**src/rtl/alu4_pkg.sv**
```systemverilog
package alu4_pkg;

  typedef enum logic [2:0] {
    FN_ZERO  = 3'd0,
    FN_BSUBA = 3'd1,
    FN_ASUBB = 3'd2,
    FN_ADD   = 3'd3,
    FN_XOR   = 3'd4,
    FN_OR    = 3'd5,
    FN_AND   = 3'd6,
    FN_ONES  = 3'd7
  } fn_e;

  function automatic logic fn_is_arith(input fn_e fn);
    return (fn == FN_BSUBA) || (fn == FN_ASUBB) || (fn == FN_ADD);
  endfunction

  function automatic logic fn_invert_a(input fn_e fn);
    return fn == FN_BSUBA;
  endfunction

  function automatic logic fn_invert_b(input fn_e fn);
    return fn == FN_ASUBB;
  endfunction

endpackage

```
**src/rtl/alu4_opsel.sv**
```systemverilog
module alu4_opsel
  import alu4_pkg::*;
#(
  parameter int WIDTH = 4
) (
  input  logic [WIDTH-1:0] a,
  input  logic [WIDTH-1:0] b,
  input  fn_e              fn,
  output logic [WIDTH-1:0] x,
  output logic [WIDTH-1:0] y,
  output logic             arith
);

  always_comb begin
    x     = fn_invert_a(fn) ? ~a : a;
    y     = fn_invert_b(fn) ? ~b : b;
    arith = fn_is_arith(fn);
  end

endmodule

```
**src/rtl/alu4_gp_cells.sv**
```systemverilog
module alu4_gp_cells #(
  parameter int WIDTH = 4
) (
  input  logic [WIDTH-1:0] x,
  input  logic [WIDTH-1:0] y,
  output logic [WIDTH-1:0] gen,
  output logic [WIDTH-1:0] prop,
  output logic [WIDTH-1:0] half
);

  for (genvar i = 0; i < WIDTH; i++) begin : g_bit
    assign gen[i]  = x[i] & y[i];
    assign prop[i] = x[i] | y[i];
    assign half[i] = x[i] ^ y[i];
  end

endmodule

```
**src/rtl/alu4_lookahead.sv**
```systemverilog
module alu4_lookahead #(
  parameter int WIDTH = 4
) (
  input  logic [WIDTH-1:0] gen,
  input  logic [WIDTH-1:0] prop,
  input  logic             cin,
  output logic [WIDTH-1:0] carry_in_bit,
  output logic             grp_gen,
  output logic             grp_prop
);

  logic [WIDTH:0] chain;

  assign chain[0] = cin;
  for (genvar i = 0; i < WIDTH; i++) begin : g_chain
    assign chain[i+1]      = gen[i] | (prop[i] & chain[i]);
    assign carry_in_bit[i] = chain[i];
  end

  // Sum-of-products group terms: bit k generates and every bit above it propagates.
  always_comb begin
    logic term;
    grp_gen  = 1'b0;
    grp_prop = 1'b1;
    for (int k = 0; k < WIDTH; k++) begin
      term = gen[k];
      for (int j = k + 1; j < WIDTH; j++) term = term & prop[j];
      grp_gen  = grp_gen | term;
      grp_prop = grp_prop & prop[k];
    end
  end

  // The rippled carry out of the top bit must match the lookahead form.
  always_comb begin
    AST_CHAIN_MATCHES_GROUP: assert (chain[WIDTH] == (grp_gen | (grp_prop & cin)))
      else $error("ripple carry disagrees with group generate/propagate");
  end

endmodule

```
**src/rtl/alu4_result.sv**
```systemverilog
module alu4_result
  import alu4_pkg::*;
#(
  parameter int WIDTH = 4
) (
  input  fn_e              fn,
  input  logic [WIDTH-1:0] a,
  input  logic [WIDTH-1:0] b,
  input  logic [WIDTH-1:0] half,
  input  logic [WIDTH-1:0] carry_in_bit,
  output logic [WIDTH-1:0] f
);

  always_comb begin
    unique case (fn)
      FN_ZERO:                   f = '0;
      FN_ONES:                   f = '1;
      FN_XOR:                    f = a ^ b;
      FN_OR:                     f = a | b;
      FN_AND:                    f = a & b;
      FN_BSUBA, FN_ASUBB, FN_ADD: f = half ^ carry_in_bit;
      default:                   f = '0;
    endcase
  end

endmodule

```
**src/rtl/alu4_slice.sv**
```systemverilog
module alu4_slice
  import alu4_pkg::*;
#(
  parameter int WIDTH = 4
) (
  input  logic [WIDTH-1:0] a,
  input  logic [WIDTH-1:0] b,
  input  logic [2:0]       sel,
  input  logic             cin,
  output logic [WIDTH-1:0] f,
  output logic             g_n,
  output logic             p_n
);

  localparam logic [WIDTH:0] MOD_MASK = {1'b0, {WIDTH{1'b1}}};

  fn_e              fn;
  logic [WIDTH-1:0] opx, opy;
  logic             arith_mode;
  logic [WIDTH-1:0] bit_gen, bit_prop, bit_half, bit_carry;
  logic             grp_gen, grp_prop;

  assign fn = fn_e'(sel);

  alu4_opsel #(.WIDTH(WIDTH)) u_opsel (
    .a(a), .b(b), .fn(fn), .x(opx), .y(opy), .arith(arith_mode)
  );

  alu4_gp_cells #(.WIDTH(WIDTH)) u_cells (
    .x(opx), .y(opy), .gen(bit_gen), .prop(bit_prop), .half(bit_half)
  );

  alu4_lookahead #(.WIDTH(WIDTH)) u_la (
    .gen(bit_gen), .prop(bit_prop), .cin(cin),
    .carry_in_bit(bit_carry), .grp_gen(grp_gen), .grp_prop(grp_prop)
  );

  alu4_result #(.WIDTH(WIDTH)) u_res (
    .fn(fn), .a(a), .b(b), .half(bit_half), .carry_in_bit(bit_carry), .f(f)
  );

  // Outside arithmetic the slice reports "no generate, no propagate".
  assign g_n = arith_mode ? ~grp_gen  : 1'b1;
  assign p_n = arith_mode ? ~grp_prop : 1'b1;

  always_comb begin
    logic [WIDTH:0] wide_sum;
    wide_sum = ({1'b0, a} + {1'b0, b} + {{WIDTH{1'b0}}, cin}) & MOD_MASK;
    if (fn == FN_ZERO) begin
      AST_CLEAR_IS_ZERO: assert (f == '0)
        else $error("clear code produced nonzero result");
    end
    if (fn == FN_ONES) begin
      AST_PRESET_IS_ONES: assert (f == '1)
        else $error("preset code produced a zero bit");
    end
    if (fn == FN_ADD) begin
      AST_ADD_MATCHES_SUM: assert ({1'b0, f} == wide_sum)
        else $error("add result differs from arithmetic sum");
    end
    if (!arith_mode) begin
      AST_IDLE_LOOKAHEAD: assert (g_n && p_n)
        else $error("lookahead outputs active outside arithmetic");
    end
  end

endmodule

```
**config.mk**
```make
export PLATFORM = sky130hd
export DESIGN_NAME = alu4_slice
export DESIGN_NICKNAME = d
export VERILOG_FILES = /design/src/rtl/alu4_pkg.sv /design/src/rtl/alu4_opsel.sv /design/src/rtl/alu4_gp_cells.sv /design/src/rtl/alu4_lookahead.sv /design/src/rtl/alu4_result.sv /design/src/rtl/alu4_slice.sv
export SDC_FILE = /design/constraint.sdc
export NUM_CORES = 1
export LEC_CHECK = 0
export BUFFER_PORTS_ARGS = -buffer_cell sky130_fd_sc_hd__buf_2
export CAP_MARGIN = 20
export CORE_AREA = 5 5 42 44
export DETAILED_ROUTE_END_ITERATION = 12
export DIE_AREA = 0 0 47 49
export PLACE_DENSITY_LB_ADDON = 0.2
export SLEW_MARGIN = 15
export SYNTH_ARGS = -nofsm -noshare
export SYNTH_HDL_FRONTEND = slang
export SYNTH_SLANG_ARGS = --single-unit
```
**constraint.sdc**
```tcl
create_clock -name vclk -period 3.25
set_input_delay 0.1625 -clock vclk [all_inputs]
set_output_delay 0.1625 -clock vclk [all_outputs]
set_load 0.01 [all_outputs]
```
==> results.json, run 1 <==
{
  "crit_required_ns": 3.09,
  "synthCells": 78,
  "pin_count": 18,
  "finalCritPeriodShare_pct": 84.66,
  "layout_commonest_cell": "buf_2",
  "design.seq.count": 0,
  "hp-class": "primary input to output pin",
  "path_cells": "buf_2 -> inv_1 -> and3_1 -> xnor2_1 -> fa_1 -> inv_1 -> fa_1 -> inv_1 -> fa_1 -> a222oi_1 -> buf_2",
  "ir_drop_v": 0.00007590,
  "synth_area_per_cell_um2": 8.502,
  "ant_nets": 0,
  "io_buffers": 18,
  "synth_area_um2": 663.1,
  "p_sw_uw": 63.16,
  "grtUsageTotal_pct": 12.39,
  "p_clk_share_pct": 0,
  "drt-pass1-iter-count": 4,
  "worstSetupEndpointType": "output pin",
  "critPathLaunch": "sel[2]",
  "leakage_nw": 0.3900,
  "hpwlAfterDp_um": 1181,
  "critPathKind": "primary input to output pin",
  "core_area_mm2": 0.001401,
  "grt_max_degree": 12,
  "seq_area_um2": 0,
  "drcViolationCount": 0,
  "slew_headroom_pct": 70.88,
  "vias": 566,
  "status": "complete, no violations",
  "die_h_um": 49,
  "swShare_pct": 53.34,
  "vias_per_cell": 5.099,
  "yosys.area.top_type": "ha_1",
  "fmax_mhz": 363.4,
  "path_max_fanout": 8,
  "maxCapViolCount": 0,
  "ys_warn_count": 0,
  "antenna_cells": 0,
  "post_drt_wl_per_cell_um": 12.41,
  "clock_buffers": 0,
  "path_buf_inv": 5,
  "num-nets-final": 128,
  "timing.hold.ws_ns": 0.7828,
  "grt_pass1_wl_um": 2235,
  "power_uw": 118.4,
  "layout_common_cells": "buf_2 (18), xnor2_1 (16), ha_1 (16), inv_1 (12), a221oi_1 (4)",
  "layout-drive-gt1-share_pct": 23.16,
  "synth_nets": 109,
  "drtIter0Drc": 8,
  "postCtsSetupRepairBufs": 0,
  "initial_core_util_pct": 47.32,
  "wirelength_um": 1377,
  "tns_ns": 0,
  "rsz0062_at_grt": "no",
  "fill_cells": 151,
  "die_area_mm2": 0.002303,
  "overflow": 0,
  "cp.arrival_ns": 2.59,
  "p_comb_share_pct": 100.0,
  "endpoint": "f[2]",
  "ys_seq_area_share_pct": 0,
  "setup_viol": 0,
  "slowest_delay_ns": 0.42,
  "ctsHoldBuffers": 0,
  "p_per_area_mw_per_mm2": 153.6,
  "fp.dieW_um": 47,
  "gp_congestion": 0.7826,
  "intPower_uw": 55.25,
  "p_seq_share_pct": 0,
  "hold_viol": 0,
  "crit_path_top_delay_cell": "fa_1",
  "ys_types": 25,
  "tightest_slew_ns": 0.4334,
  "cp.depth": 11,
  "grt_pass1_vias": 524,
  "critical-path-top-delay-family": "adder cells",
  "area_growth_pct": 16.23,
  "period_needed_ns": 2.752,
  "antenna_found_initial": 0,
  "synth.area.top_cells": "ha_1 (30%), xnor2_1 (21%), fa_1 (9.1%), inv_1 (6.8%), a221oi_1 (5.3%)",
  "startpoint_type": "primary input",
  "synth.top_cell.area_share_pct": 30.19,
  "maxSlewViolCount": 0,
  "rows": 14,
  "cts_resized": 0
}
[metal layers]
| metal | GRT usage [%] | routed length [um] | vias up |
|---|---|---|---|
| li1 | - | - | 292 |
| met1 | 17.14 | 592 | 258 |
| met2 | 21.49 | 691 | 14 |
| met3 | 0 | 78 | 2 |
| met4 | 1.382 | 15 | 0 |
| met5 | 0 | 0 | - |
[cell families (layout without fill, tap and decap cells)]
kind of cell / count (synthesis) / count (layout) / share of synthesized area [%]
AOI/OAI and AO/OA: 13 / 13 / 14.71
xor gates and xnor gates: 17 / 17 / 22.45
adders and majority gates: 19 / 19 / 39.25
buffers and inverters: 16 / 33 / 9.998
muxes: 1 / 1 / 1.509
and+or+nand+nor: 12 / 12 / 12.08
[Yosys cell counts, drive strengths merged]
cell type and instances:
mux2i 1, o21bai 2, nor3 3, o21ai 2, a211oi 1, clkbuf 1
fa 3, nor2b 3, a21o 2, nand2 1, a221oi 4, a21oi 1
xor2 1, nor2 1, xnor2 16, nand2b 2, and3 1, buf 2
or3b 1, a222oi 1, inv 13, ha 16
[through the flow]
| step | worst slack [ns] | instance area (um2) | utilization [%] | std cells |
|---|---|---|---|---|
| 2_1_floorplan | 0.5834 | 663.1 | - | 78 |
| 3_3_place_gp | 0.6234 | 770.7 | 55.00 | 111 |
| 3_5_place_dp | 0.5069 | 770.7 | 55.00 | 111 |
| 4_1_cts | 0.4955 | 770.7 | 55.00 | 111 |
| 5_1_grt | 0.2586 | 770.7 | 55.00 | 111 |
| 6_report | 0.4984 | 770.7 | 55.00 | 111 |
[worst min-delay path by stage]
stage                     depth (start not counted)  slack [ns]    to  startpoint
after floorplan                                   2        0.51  f[2]      sel[0]
after global placement                            4        0.75  f[1]      sel[2]
after detailed placement                          4        0.78  f[1]      sel[2]
after CTS                                         4        0.78  f[1]      sel[2]
after global routing                              4        0.81  f[1]      sel[2]
final                                             4        0.78  f[1]      sel[2]
[tightest hold or removal path: stages]
cell      delay, ns
buf_2          0.15
nor2_1         0.11
a211oi_1       0.06
buf_2          0.13
[power groups by stage]
stage | Sequential (mW) | Clock [mW] | Combinational, mW
6_report | 0 | 0 | 0.118
2_1_floorplan | 0 | 0 | 0.0810
5_1_grt | 0 | 0 | 0.133
4_1_cts | 0 | 0 | 0.120
3_5_place_dp | 0 | 0 | 0.119
3_3_place_gp | 0 | 0 | 0.116
[final cells by class]
cell class	instances	area, um2	area share (%)
inverter	13	48.80	6.331
multi-input combinational	62	596.8	77.44
tap	16	20.02	2.597
timing repair buffer	20	105.1	13.64
Note: power is estimated with default switching activity, not from simulation.
==> run 2: changes to the inputs <==
clock period = 2.68 ns   (was 3.25 ns; I/O delays follow)
==> results.json, run 2 (synthesis gave the netlist of run 1 again) <==
{
  "io_buffers": 18,
  "placed_area_um2": 778.2,
  "dp_slack_ns": 0.1309,
  "period_needed_ns": 2.489,
  "ant_nets": 0,
  "dp.cells": 112,
  "setup_viol": 0,
  "core_area_mm2": 0.001401,
  "initial_core_util_pct": 47.32,
  "post_drt_wl_per_cell_um": 11.89,
  "die_area_mm2": 0.002303,
  "vias": 574,
  "setup_slack_ns": 0.1909,
  "path_cells": "buf_2 -> inv_2 -> nor3_4 -> xnor2_1 -> fa_1 -> inv_1 -> fa_1 -> inv_1 -> fa_1 -> a222oi_1 -> buf_2",
  "overflow": 0,
  "p_per_area_mw_per_mm2": 182.3,
  "crit_required_ns": 2.55,
  "hold_viol": 0,
  "slowest_delay_ns": 0.40,
  "vias_per_cell": 5.125,
  "area_growth_pct": 18.49,
  "worstSetupEndpointType": "output pin",
  "layout_common_cells": "buf_2 (18), ha_1 (16), xnor2_1 (15), inv_1 (12), a221oi_1 (4)",
  "hp-class": "primary input to output pin",
  "fin_area_um2": 785.8,
  "fmax_mhz": 401.7,
  "drt-pass1-iter-count": 4,
  "rsz0062_at_grt": "no",
  "slew_headroom_pct": 70.28,
  "ir_drop_v": 0.00007961,
  "crit_path_frequent_cell": "fa_1",
  "wirelength_um": 1332,
  "num-nets-final": 129,
  "status": "complete, no violations",
  "maxSlewViolCount": 0,
  "fp.dieW_um": 47,
  "hpwlAfterDp_um": 1163,
  "antenna_cells": 0,
  "design.seq.count": 0,
  "seq_area_um2": 0,
  "path_buf_inv": 5,
  "drcViolationCount": 0,
  "grt_pass1_wl_um": 2104,
  "layout-drive-gt1-share_pct": 25.00,
  "drtIter0Drc": 10,
  "grt_max_degree": 12,
  "critical-path-top-delay-family": "adder cells",
  "tightest_slew_ns": 0.4424,
  "finalCritPeriodShare_pct": 92.88,
  "die_h_um": 49,
  "tns_ns": 0,
  "cp.arrival_ns": 2.36,
  "stdcell_count": 112,
  "critPathKind": "primary input to output pin",
  "path_max_fanout": 5,
  "antenna_found_initial": 0,
  "gp_congestion": 0.7608,
  "grtUsageTotal_pct": 11.71,
  "ctsHoldBuffers": 0,
  "rows": 14,
  "pin_count": 18,
  "startpoint_type": "primary input",
  "leakage_nw": 0.3996,
  "maxCapViolCount": 0,
  "clock_buffers": 0,
  "layout_commonest_cell": "buf_2",
  "crit_path_top_delay_cell": "fa_1",
  "grt_pass1_vias": 534
}
-- run 2: changes by cell type in the layout (fill, tap and decap cells not counted), sizes merged --
cell  before  now
buf       20   21
-- run 2: power breakdown --
part	internal [mW]	switching (mW)	leakage (nW)
clock network	0	0	0
registers	0	0	0
logic	0.0679	0.0754	0.400
total	0.0679	0.0754	0.400
-- run 2: through the flow --
stage	utilization (%)	power [mW]	hold slack, ns
after detailed placement	55.54	0.1440	0.7205
after global routing	56.07	0.1612	0.7559
after floorplan	-	0.09824	0.4500
after CTS	55.54	0.1454	0.7244
final	56.07	0.1432	0.7202
after global placement	55.54	0.1422	0.6980
-- run 2: final timing paths --
| path | start | endpoint | slack, ns | cells after the start |
|---|---|---|---|---|
| worst min-delay path | sel[2] | f[1] | 0.72 | 4 |
| worst max-delay path | sel[0] | f[2] | 0.19 | 11 |
-- run 2: layer usage --
layer / routed length (um) / vias up / global-route usage, %
li1: - / 294 / -
met1: 565 / 269 / 15.04
met2: 702 / 11 / 22.17
met3: 65 / 0 / 0
met4: 0 / 0 / 0
met5: 0 / - / 0
-- run 2: layout make-up --
type / instances / area, um2
fill: 151 / 615.6
multi-input combinational: 62 / 604.3
timing repair buffer: 21 / 112.6
inverter: 13 / 48.80
tap: 16 / 20.02
-- run 2: timing repair --
action                                  in CTS  in global routing
setup buffers                                0                  0
endpoints found under the setup margin       0                  1
gates resized for setup                      0                  1
